[config.mk]
export PLATFORM = sky130hd
export DESIGN_NAME = seg_load_unit
export DESIGN_NICKNAME = d
export VERILOG_FILES = /design/src/rtl/sldu_pkg.sv /design/src/rtl/sldu_ctrl.sv /design/src/rtl/sldu_dpath.sv /design/src/rtl/seg_load_unit.sv
export SDC_FILE = /design/constraint.sdc
export NUM_CORES = 1
export LEC_CHECK = 0
export BUFFER_PORTS_ARGS = -buffer_cell sky130_fd_sc_hd__buf_2
export CAP_MARGIN = 20
export CORE_AREA = 4 4 207 361
export CTS_BUF_LIST = sky130_fd_sc_hd__clkbuf_8
export DETAILED_ROUTE_END_ITERATION = 12
export DIE_AREA = 0 0 211 365
export SLEW_MARGIN = 30
export SYNTH_ARGS = -nofsm -noshare
export SYNTH_HDL_FRONTEND = slang
export SYNTH_SLANG_ARGS = --single-unit
[constraint.sdc]
create_clock -name clk -period 21.6 [get_ports clk]
set_input_delay 5.4 -clock clk [delete_from_list [all_inputs] [get_ports clk]]
set_output_delay 5.4 -clock clk [all_outputs]
set_load 0.01 [all_outputs]
[src/rtl/sldu_pkg.sv]
package sldu_pkg;

  typedef enum logic [1:0] {
    ST_IDLE = 2'd0,
    ST_RUN  = 2'd1,
    ST_FIN  = 2'd2
  } seq_state_t;

  // strobes from the sequencer to the datapath
  typedef struct packed {
    logic load;   // capture request operands this cycle
    logic issue;  // issue a memory read for (elem, seg) this cycle
  } seq_strobe_t;

endpackage

[src/rtl/sldu_ctrl.sv]
module sldu_ctrl
  import sldu_pkg::*;
#(
  parameter int MAX_VL = 8,
  parameter int SEG_W  = 3,
  localparam int VL_W  = $clog2(MAX_VL + 1),
  localparam int IDX_W = $clog2(MAX_VL)
) (
  input  logic              clk,
  input  logic              rstN,
  input  logic              startIn,
  input  logic [VL_W-1:0]   vlIn,
  input  logic [SEG_W-1:0]  segLenIn,
  input  logic              predEnIn,
  input  logic              predInvIn,
  input  logic [MAX_VL-1:0] predMaskIn,
  output seq_strobe_t       ctrlOut,
  output logic [IDX_W-1:0]  elemOut,
  output logic [SEG_W-1:0]  segOut,
  output logic              busyOut,
  output logic              doneOut
);

  seq_state_t        stateQ;
  logic [VL_W-1:0]   elemQ;
  logic [VL_W-1:0]   vlQ;
  logic [SEG_W-1:0]  segQ;
  logic [SEG_W-1:0]  segLenQ;
  logic              predEnQ;
  logic              predInvQ;
  logic [MAX_VL-1:0] maskQ;

  logic atEnd;
  logic elemOn;
  logic lastSeg;

  assign atEnd   = (elemQ == vlQ);
  assign elemOn  = !predEnQ || (maskQ[elemQ[IDX_W-1:0]] ^ predInvQ);
  assign lastSeg = (segQ == segLenQ);

  always_ff @(posedge clk or negedge rstN) begin
    if (!rstN) begin
      stateQ   <= ST_IDLE;
      elemQ    <= '0;
      vlQ      <= '0;
      segQ     <= '0;
      segLenQ  <= '0;
      predEnQ  <= 1'b0;
      predInvQ <= 1'b0;
      maskQ    <= '0;
    end else begin
      case (stateQ)
        ST_IDLE: begin
          if (startIn) begin
            vlQ      <= vlIn;
            segLenQ  <= segLenIn;
            predEnQ  <= predEnIn;
            predInvQ <= predInvIn;
            maskQ    <= predMaskIn;
            elemQ    <= '0;
            segQ     <= '0;
            stateQ   <= ST_RUN;
          end
        end
        ST_RUN: begin
          if (atEnd) begin
            stateQ <= ST_FIN;
          end else if (!elemOn || lastSeg) begin
            elemQ <= elemQ + VL_W'(1);
            segQ  <= '0;
          end else begin
            segQ <= segQ + SEG_W'(1);
          end
        end
        ST_FIN:  stateQ <= ST_IDLE;
        default: stateQ <= ST_IDLE;
      endcase
    end
  end

  assign ctrlOut.load  = (stateQ == ST_IDLE) && startIn;
  assign ctrlOut.issue = (stateQ == ST_RUN) && !atEnd && elemOn;
  assign elemOut       = elemQ[IDX_W-1:0];
  assign segOut        = segQ;
  assign busyOut       = (stateQ != ST_IDLE);
  assign doneOut       = (stateQ == ST_FIN);

  // back-to-back reads of one element advance the segment by one
  a_r9_seg_step: assert property (@(posedge clk) disable iff (!rstN)
    (ctrlOut.issue && $past(ctrlOut.issue) && elemOut == $past(elemOut))
      |-> (segOut == SEG_W'($past(segOut) + 1'b1)));

  // done is a single-cycle pulse
  a_r11_done_pulse: assert property (@(posedge clk) disable iff (!rstN)
    doneOut |=> !doneOut);

  // no read while idle
  a_r10_idle_quiet: assert property (@(posedge clk) disable iff (!rstN)
    !busyOut |-> !ctrlOut.issue);

  // completion is followed by idle
  a_r11_done_then_idle: assert property (@(posedge clk) disable iff (!rstN)
    doneOut |=> !busyOut);

endmodule

[src/rtl/sldu_dpath.sv]
module sldu_dpath
  import sldu_pkg::*;
#(
  parameter int XLEN   = 32,
  parameter int MAX_VL = 8,
  parameter int SEG_W  = 3,
  parameter int REG_W  = 5,
  localparam int IDX_W = $clog2(MAX_VL)
) (
  input  logic                   clk,
  input  logic                   rstN,
  input  seq_strobe_t            ctrlIn,
  input  logic [IDX_W-1:0]       elemIn,
  input  logic [SEG_W-1:0]       segIn,
  input  logic [XLEN-1:0]        baseIn,
  input  logic [XLEN-1:0]        elemSizeIn,
  input  logic [XLEN-1:0]        strideIn,
  input  logic                   unitStrideIn,
  input  logic                   indexedIn,
  input  logic [MAX_VL*XLEN-1:0] idxVecIn,
  input  logic [SEG_W-1:0]       segLenIn,
  input  logic [REG_W-1:0]       rdIn,
  output logic                   memRdEn,
  output logic [XLEN-1:0]        memAddr,
  input  logic [XLEN-1:0]        memRdData,
  output logic                   rfWrEn,
  output logic [REG_W-1:0]       rfWrReg,
  output logic [IDX_W-1:0]       rfWrElem,
  output logic [XLEN-1:0]        rfWrData
);

  logic [XLEN-1:0]  baseQ;
  logic [XLEN-1:0]  stepQ;
  logic             indexedQ;
  logic [SEG_W-1:0] segLenQ;
  logic [REG_W-1:0] rdQ;
  logic [XLEN-1:0]  idxQ [MAX_VL];

  always_ff @(posedge clk or negedge rstN) begin
    if (!rstN) begin
      baseQ    <= '0;
      stepQ    <= '0;
      indexedQ <= 1'b0;
      segLenQ  <= '0;
      rdQ      <= '0;
    end else if (ctrlIn.load) begin
      baseQ    <= baseIn;
      stepQ    <= unitStrideIn ? elemSizeIn : strideIn;
      indexedQ <= indexedIn;
      segLenQ  <= segLenIn;
      rdQ      <= rdIn;
    end
  end

  for (genvar k = 0; k < MAX_VL; k++) begin : g_idx
    always_ff @(posedge clk or negedge rstN) begin
      if (!rstN)            idxQ[k] <= '0;
      else if (ctrlIn.load) idxQ[k] <= idxVecIn[k*XLEN +: XLEN];
    end
  end

  // address generation, all modulo 2^XLEN
  logic [XLEN-1:0] segSpan;
  logic [XLEN-1:0] strideOff;
  logic [XLEN-1:0] elemOff;
  logic [XLEN-1:0] segOff;

  always_comb begin
    segSpan   = XLEN'(segLenQ) + XLEN'(1);
    strideOff = XLEN'(elemIn) * segSpan * stepQ;
    elemOff   = indexedQ ? idxQ[elemIn] : strideOff;
    segOff    = XLEN'(segIn) * stepQ;
  end

  assign memRdEn = ctrlIn.issue;
  assign memAddr = baseQ + elemOff + segOff;

  // write tag travels alongside the read
  logic             wrEnQ;
  logic [REG_W-1:0] wrRegQ;
  logic [IDX_W-1:0] wrElemQ;

  always_ff @(posedge clk or negedge rstN) begin
    if (!rstN) begin
      wrEnQ   <= 1'b0;
      wrRegQ  <= '0;
      wrElemQ <= '0;
    end else begin
      wrEnQ <= ctrlIn.issue;
      if (ctrlIn.issue) begin
        wrRegQ  <= rdQ + REG_W'(segIn);
        wrElemQ <= elemIn;
      end
    end
  end

  assign rfWrEn   = wrEnQ;
  assign rfWrReg  = wrRegQ;
  assign rfWrElem = wrElemQ;
  assign rfWrData = memRdData;

  // every read is answered by a write on the next cycle
  a_r7_read_then_write: assert property (@(posedge clk) disable iff (!rstN)
    ctrlIn.issue |=> rfWrEn);

  // every write has a read one cycle before it
  a_r7_write_has_read: assert property (@(posedge clk) disable iff (!rstN)
    rfWrEn |-> $past(ctrlIn.issue));

  // writes within one element target consecutive registers
  a_r9_reg_step: assert property (@(posedge clk) disable iff (!rstN)
    (rfWrEn && $past(rfWrEn) && rfWrElem == $past(rfWrElem))
      |-> (rfWrReg == REG_W'($past(rfWrReg) + 1'b1)));

endmodule

[src/rtl/seg_load_unit.sv]
module seg_load_unit
  import sldu_pkg::*;
#(
  parameter int XLEN   = 32,
  parameter int MAX_VL = 8,
  parameter int SEG_W  = 3,
  parameter int REG_W  = 5,
  localparam int VL_W  = $clog2(MAX_VL + 1),
  localparam int IDX_W = $clog2(MAX_VL)
) (
  input  logic                   clk,
  input  logic                   rstN,
  input  logic                   startIn,
  input  logic [XLEN-1:0]        baseIn,
  input  logic [XLEN-1:0]        elemSizeIn,
  input  logic [XLEN-1:0]        strideIn,
  input  logic                   unitStrideIn,
  input  logic                   indexedIn,
  input  logic [MAX_VL*XLEN-1:0] idxVecIn,
  input  logic [SEG_W-1:0]       segLenIn,
  input  logic [VL_W-1:0]        vlIn,
  input  logic                   predEnIn,
  input  logic                   predInvIn,
  input  logic [MAX_VL-1:0]      predMaskIn,
  input  logic [REG_W-1:0]       rdIn,
  output logic                   memRdEn,
  output logic [XLEN-1:0]        memAddr,
  input  logic [XLEN-1:0]        memRdData,
  output logic                   rfWrEn,
  output logic [REG_W-1:0]       rfWrReg,
  output logic [IDX_W-1:0]       rfWrElem,
  output logic [XLEN-1:0]        rfWrData,
  output logic                   busyOut,
  output logic                   doneOut
);

  seq_strobe_t      strobe;
  logic [IDX_W-1:0] elemIdx;
  logic [SEG_W-1:0] segIdx;

  sldu_ctrl #(
    .MAX_VL(MAX_VL),
    .SEG_W (SEG_W)
  ) ctrl_i (
    .clk       (clk),
    .rstN      (rstN),
    .startIn   (startIn),
    .vlIn      (vlIn),
    .segLenIn  (segLenIn),
    .predEnIn  (predEnIn),
    .predInvIn (predInvIn),
    .predMaskIn(predMaskIn),
    .ctrlOut   (strobe),
    .elemOut   (elemIdx),
    .segOut    (segIdx),
    .busyOut   (busyOut),
    .doneOut   (doneOut)
  );

  sldu_dpath #(
    .XLEN  (XLEN),
    .MAX_VL(MAX_VL),
    .SEG_W (SEG_W),
    .REG_W (REG_W)
  ) dpath_i (
    .clk         (clk),
    .rstN        (rstN),
    .ctrlIn      (strobe),
    .elemIn      (elemIdx),
    .segIn       (segIdx),
    .baseIn      (baseIn),
    .elemSizeIn  (elemSizeIn),
    .strideIn    (strideIn),
    .unitStrideIn(unitStrideIn),
    .indexedIn   (indexedIn),
    .idxVecIn    (idxVecIn),
    .segLenIn    (segLenIn),
    .rdIn        (rdIn),
    .memRdEn     (memRdEn),
    .memAddr     (memAddr),
    .memRdData   (memRdData),
    .rfWrEn      (rfWrEn),
    .rfWrReg     (rfWrReg),
    .rfWrElem    (rfWrElem),
    .rfWrData    (rfWrData)
  );

  // reads only while a request is active, and the done cycle issues none
  a_r11_no_read_at_done: assert property (@(posedge clk) disable iff (!rstN)
    doneOut |-> !memRdEn);

endmodule

==> results of run 1 <==
-- registers in the layout, indices dropped and copies added (netlist names) --
name	flops
ctrl_i.elemQ	4
ctrl_i.maskQ	8
ctrl_i.predEnQ	1
ctrl_i.predInvQ	1
ctrl_i.segOut	3
ctrl_i.stateQ	2
ctrl_i.vlQ	4
dpath_i.baseQ	32
dpath_i.idxQ	256
dpath_i.indexedQ	1
dpath_i.rdQ	5
dpath_i.rfWrElem	3
dpath_i.rfWrEn	1
dpath_i.rfWrReg	5
dpath_i.segLenQ	3
dpath_i.stepQ	32
-- cells in the mapped netlist (2+ instances only) --
| library cell | instances |
|---|---|
| dfrtp_1 | 361 |
| mux2_2 | 300 |
| inv_1 | 275 |
| nand2_1 | 243 |
| ha_1 | 238 |
| fa_1 | 220 |
| clkbuf_1 | 122 |
| and2_1 | 100 |
| a21oi_1 | 85 |
| nor2_1 | 74 |
| mux4_2 | 66 |
| mux2i_1 | 64 |
| o21ai_0 | 64 |
| xnor2_1 | 55 |
| xor2_1 | 33 |
| buf_4 | 32 |
| nand2b_1 | 28 |
| a21o_1 | 27 |
| nor2b_1 | 24 |
| o21a_1 | 16 |
| nand3_1 | 9 |
| buf_2 | 8 |
| o21bai_1 | 7 |
| buf_1 | 6 |
| nor3_1 | 6 |
| o21ai_1 | 6 |
| nand4_1 | 5 |
| and3_1 | 4 |
| or3_1 | 4 |
| a31oi_1 | 3 |
| o31ai_1 | 3 |
| a2111oi_4 | 2 |
| a211o_1 | 2 |
| a211oi_1 | 2 |
| a211oi_2 | 2 |
| and2_2 | 2 |
| and3_2 | 2 |
| nor3b_1 | 2 |
| nor4_1 | 2 |
| o2111ai_1 | 2 |
| o211ai_1 | 2 |
| o311ai_1 | 2 |
| o31a_1 | 2 |
| or2_2 | 2 |
-- per-stage QoR --
step	util, %	hold slack [ns]	instances	setup slack [ns]	instance area (sq um)
3_3_place_gp	43.53	0.4749	3740	4.314	31220
4_1_cts	45.24	0.5013	3837	3.433	32450
2_1_floorplan	-	0.4752	2538	5.015	28500
6_report	45.33	0.4985	3857	3.383	32520
3_5_place_dp	43.53	0.4888	3740	4.213	31230
5_1_grt	45.29	0.5192	3845	2.794	32490
-- layout make-up --
| type | instances | area [sq um] |
|---|---|---|
| Clock buffer | 68 | 935.9 |
| Antenna cell | 20 | 50.05 |
| Sequential cell | 361 | 9044 |
| Multi-Input combinational cell | 1733 | 17680 |
| Fill cell | 6748 | 39210 |
| Inverter | 275 | 1032 |
| Tap cell | 924 | 1156 |
| Timing Repair Buffer | 447 | 2328 |
| Clock inverter | 29 | 291.5 |
-- final timing paths --
path	from	end	depth (start not counted)
worst max-delay path	ctrl_i.elemQ[0]	memAddr[30]	43
worst min-delay path	ctrl_i.segOut[2]	ctrl_i.segOut[2]	1
worst max register to register	ctrl_i.stateQ[1]	dpath_i.idxQ[17]	6
worst min register to register	ctrl_i.segOut[2]	ctrl_i.segOut[2]	1
max in group asynchronous	rstN	dpath_i.baseQ[3]	3
min in group asynchronous	rstN	dpath_i.stepQ[21]	1
-- metal layers --
layer	part of all wire, %	vias to the layer above	wire (um)	track usage, %
li1	-	9140	-	-
met1	39	10010	30390	24.32
met2	51	522	40280	36.52
met3	6.9	161	5445	5.560
met4	2.8	34	2235	5.788
met5	0.27	-	210	0
-- cell families after synthesis --
group	Yosys count	share of synthesized area, %
flops	361	31.70
fa+ha+maj	458	25.90
simple gates	514	8.566
mux	430	19.32
xor+xnor	89	2.784
buf+inv	444	6.340
compound gates	242	5.391
==> flow_summary.toml, run 1 <==
[min_path]
hold_class = "reg2reg"

[floorplan]
top_level_ports = 487
die_h_um = 365
die_area_sq_mm = 0.07702
core_area_sq_mm = 0.07173
die_w_um = 211
start_util_pct = 39.73
rows = 130

[clocking]
cts_root_buf = "clkbuf_8"
postCtsHoldBufs = 0
post_cts_buffers = 0
cts_resized = 0
clkLatencyLatePin_ns = 0.67
clock_sinks = 361
clk_pin_slew_ns = 0.07
numCtsBuffers = 54
htreeDepth = 2
clock_path_buffers = 3
cts_tree = "built"

[synthesis]
synth-edff-count = 0
yosys.area.top_type = "dfrtp_1"
synth-seq-cells = 361
syn-instance-count = 2538
yosys_warnings = 0
syn_area_per_cell_sq_um = 11.23
yosysSeqAreaShare_pct = 31.70
synthesis.area_sq_mm = 0.02850
synth_nets = 3407
synth_flop_cell = "dfrtp_1"
async_flop_share_pct = 100.0
synth_area_leaders = "dfrtp_1, fa_1, mux2_2"
ys_types = 68
synth_top_area_share_pct = 31.70

[sta]
tightest_slew_ns = 0.9520
tns_ns = 0
finClkSkew_ns = 0.03298
rsz0062_at_grt = "false"
min_period_ns = 18.22
layout_worst_path_cycle_share_pct = 84.34
maxSlewHeadroom_pct = 36.53
hold_viol_final = 0
slew_violations = 0
clock.fmax_ghz = 0.05489
finalSetupViolCount = 0

[layout]
fin_nets = 3741
layout_commonest_cell = "buf_2"
area_growth_pct = 14.11
drive_above_1_share_pct = 31.82
layout_common_cells = "buf_2, dfrtp_1, mux2_2"

[critical_path]
r2r_slack_ns = 17.89
worst_setup_path_end_kind = "primary output"
worstSetupStartpointType = "flop"
worst-path-max-fanout = 36
critPathMaxStageDelay_ns = 0.91
crit_type = "reg2out"
crit_buf_inv = 8
crit_arrival_ns = 12.82
cpMaxStageDelayCell = "dfrtp_4"
cp.required_ns = 16.20
crit_path_frequent_cell = "fa_1"
crit_family = "adder cells"

[global_route]
grt_pass1_vias = 21950
grt_max_degree = 100
track_usage_pct = 20.51
overflow = 0
grt_pass1_wl_um = 123800
antenna_found_initial = 37

[routing]
drc = 0
num_vias = 19870
firstDrtPassIters = 6
drtIter0Drc = 675
via_per_inst = 5.151
totalWireLength_um = 78550
ant_nets = 0
wire_per_inst_um = 20.37

[flow_run]
maxCapViolCount = 0

[placed_design]
port_buffers = 422
hpwl_um = 62670
gp_congestion = 0.9254

[status]
status = "finished clean"
Power of run 1 is left out: the tool's default activity adds up to more than one toggle a clock period on the data nets, which glitch-free logic cannot reach.
==> run 2: changes to the inputs <==
- clock period: 21.6 -> 17.1 ns (I/O delays scaled with it)
==> flow_summary.toml, run 2 (synthesis results as in run 1) <==
[critical_path]
cpMaxStageDelayCell = "fa_1"
worst-path-max-fanout = 25
worstSetupStartpointType = "flop"
crit_arrival_ns = 12.33
crit_path_frequent_cell = "ha_1"
cp.required_ns = 12.82
critPathMaxStageDelay_ns = 0.54
crit_type = "reg2out"
worst_setup_path_end_kind = "primary output"
r2r_slack_ns = 13.81

[floorplan]
start_util_pct = 39.73
top_level_ports = 487
die_area_sq_mm = 0.07702
die_w_um = 211
core_area_sq_mm = 0.07173
die_h_um = 365
rows = 130

[clocking]
htreeDepth = 2
postCtsHoldBufs = 0
clk_pin_slew_ns = 0.07
clock_sinks = 361
post_cts_buffers = 0
clock_path_buffers = 3
cts_resized = 0
cts_root_buf = "clkbuf_8"
numCtsBuffers = 55
cts_tree = "built"
clkLatencyLatePin_ns = 0.67

[layout]
largest_reg_flops = 256
drive_above_1_share_pct = 31.96
layout_commonest_cell = "buf_2"
layout_common_cells = "buf_2, dfrtp_1, mux2_2"
reg_top3 = "dpath_i.idxQ (256), dpath_i.baseQ (32), dpath_i.stepQ (32)"
final_area_sq_mm = 0.03262
multi_input_area_sq_mm = 0.01772
layout.cells.non_filler = 3857
regArea_sq_mm = 0.009044
largest-register = "dpath_i.idxQ"
fin_nets = 3744
area_growth_pct = 14.46
fillers = 6706

[global_route]
track_usage_pct = 20.73
grt_pass1_wl_um = 125400
grt_pass1_vias = 22330
grt_max_degree = 167
antenna_found_initial = 36
overflow = 0

[sta]
holdWs_ns = 0.5025
finalSetupViolCount = 0
tightest_slew_ns = 1.097
tns_ns = 0
rsz0062_at_grt = "false"
slew_violations = 0
hold_viol_final = 0
maxSlewHeadroom_pct = 26.85
clock.fmax_ghz = 0.06021
min_period_ns = 16.61
finClkSkew_ns = 0.03063
layout_worst_path_cycle_share_pct = 97.12

[routing]
totalWireLength_um = 79800
drc = 0
ant_nets = 0
via_per_inst = 5.178
num_vias = 19970
firstDrtPassIters = 5
wire_per_inst_um = 20.69
drtIter0Drc = 934

[placed_design]
gp_congestion = 0.9132
port_buffers = 422
dp_cells = 3740
post_dp_cell_area_sq_mm = 0.03124
hpwl_um = 63620

[status]
status = "finished clean"

[flow_run]
maxCapViolCount = 0

[min_path]
hold_class = "reg2reg"
-- run 2: worst max-delay path, delay by kind of cell, from the launching register on --
family,cells,cell delay [ns]
AOI/OAI and AO/OA,13,2.94
DFF,1,0.45
buffers and inverters,6,0.58
and+or+nand+nor,7,1.52
adders and majority gates,16,5.82
xor gates and xnor gates,2,0.34
-- run 2: path summary, 6_finish.rpt --
| kind | cells after the start | endpoint | start |
|---|---|---|---|
| worst max-delay path | 44 | memAddr[31] | dpath_i.segLenQ[0] |
| max in group asynchronous | 4 | dpath_i.idxQ[79] | rstN |
| worst min register to register | 1 | dpath_i.idxQ[206] | dpath_i.idxQ[206] |
| worst max register to register | 10 | ctrl_i.elemQ[3] | ctrl_i.elemQ[0] |
| worst min-delay path | 1 | dpath_i.idxQ[206] | dpath_i.idxQ[206] |
| min in group asynchronous | 1 | dpath_i.stepQ[24] | rstN |
-- run 2: per-layer routing --
metal / GRT usage, % / up-vias / wire length (um)
li1: - / 9132 / -
met1: 24.24 / 10020 / 30050
met2: 36.14 / 579 / 40090
met3: 6.091 / 199 / 6298
met4: 7.404 / 42 / 3075
met5: 0 / - / 279
-- run 2: stage by stage --
stage | worst slack [ns] | util [%]
global route | 0.01927 | 45.44
global placement | 1.146 | 43.54
floorplan | 1.640 | -
CTS | 0.2554 | 45.27
detailed placement | 1.015 | 43.55
finish | 0.4924 | 45.47
-- run 2: area by class of cell --
| class | instances | area share [%] |
|---|---|---|
| antenna | 14 | 0.1074 |
| clock inverter | 25 | 0.5715 |
| timing repair buffer | 449 | 7.346 |
| inverter | 275 | 3.165 |
| sequential | 361 | 27.73 |
| clock buffer | 76 | 3.207 |
| tap | 924 | 3.544 |
| multi-input combinational | 1733 | 54.33 |
Power of run 2 is left out for the same reason.
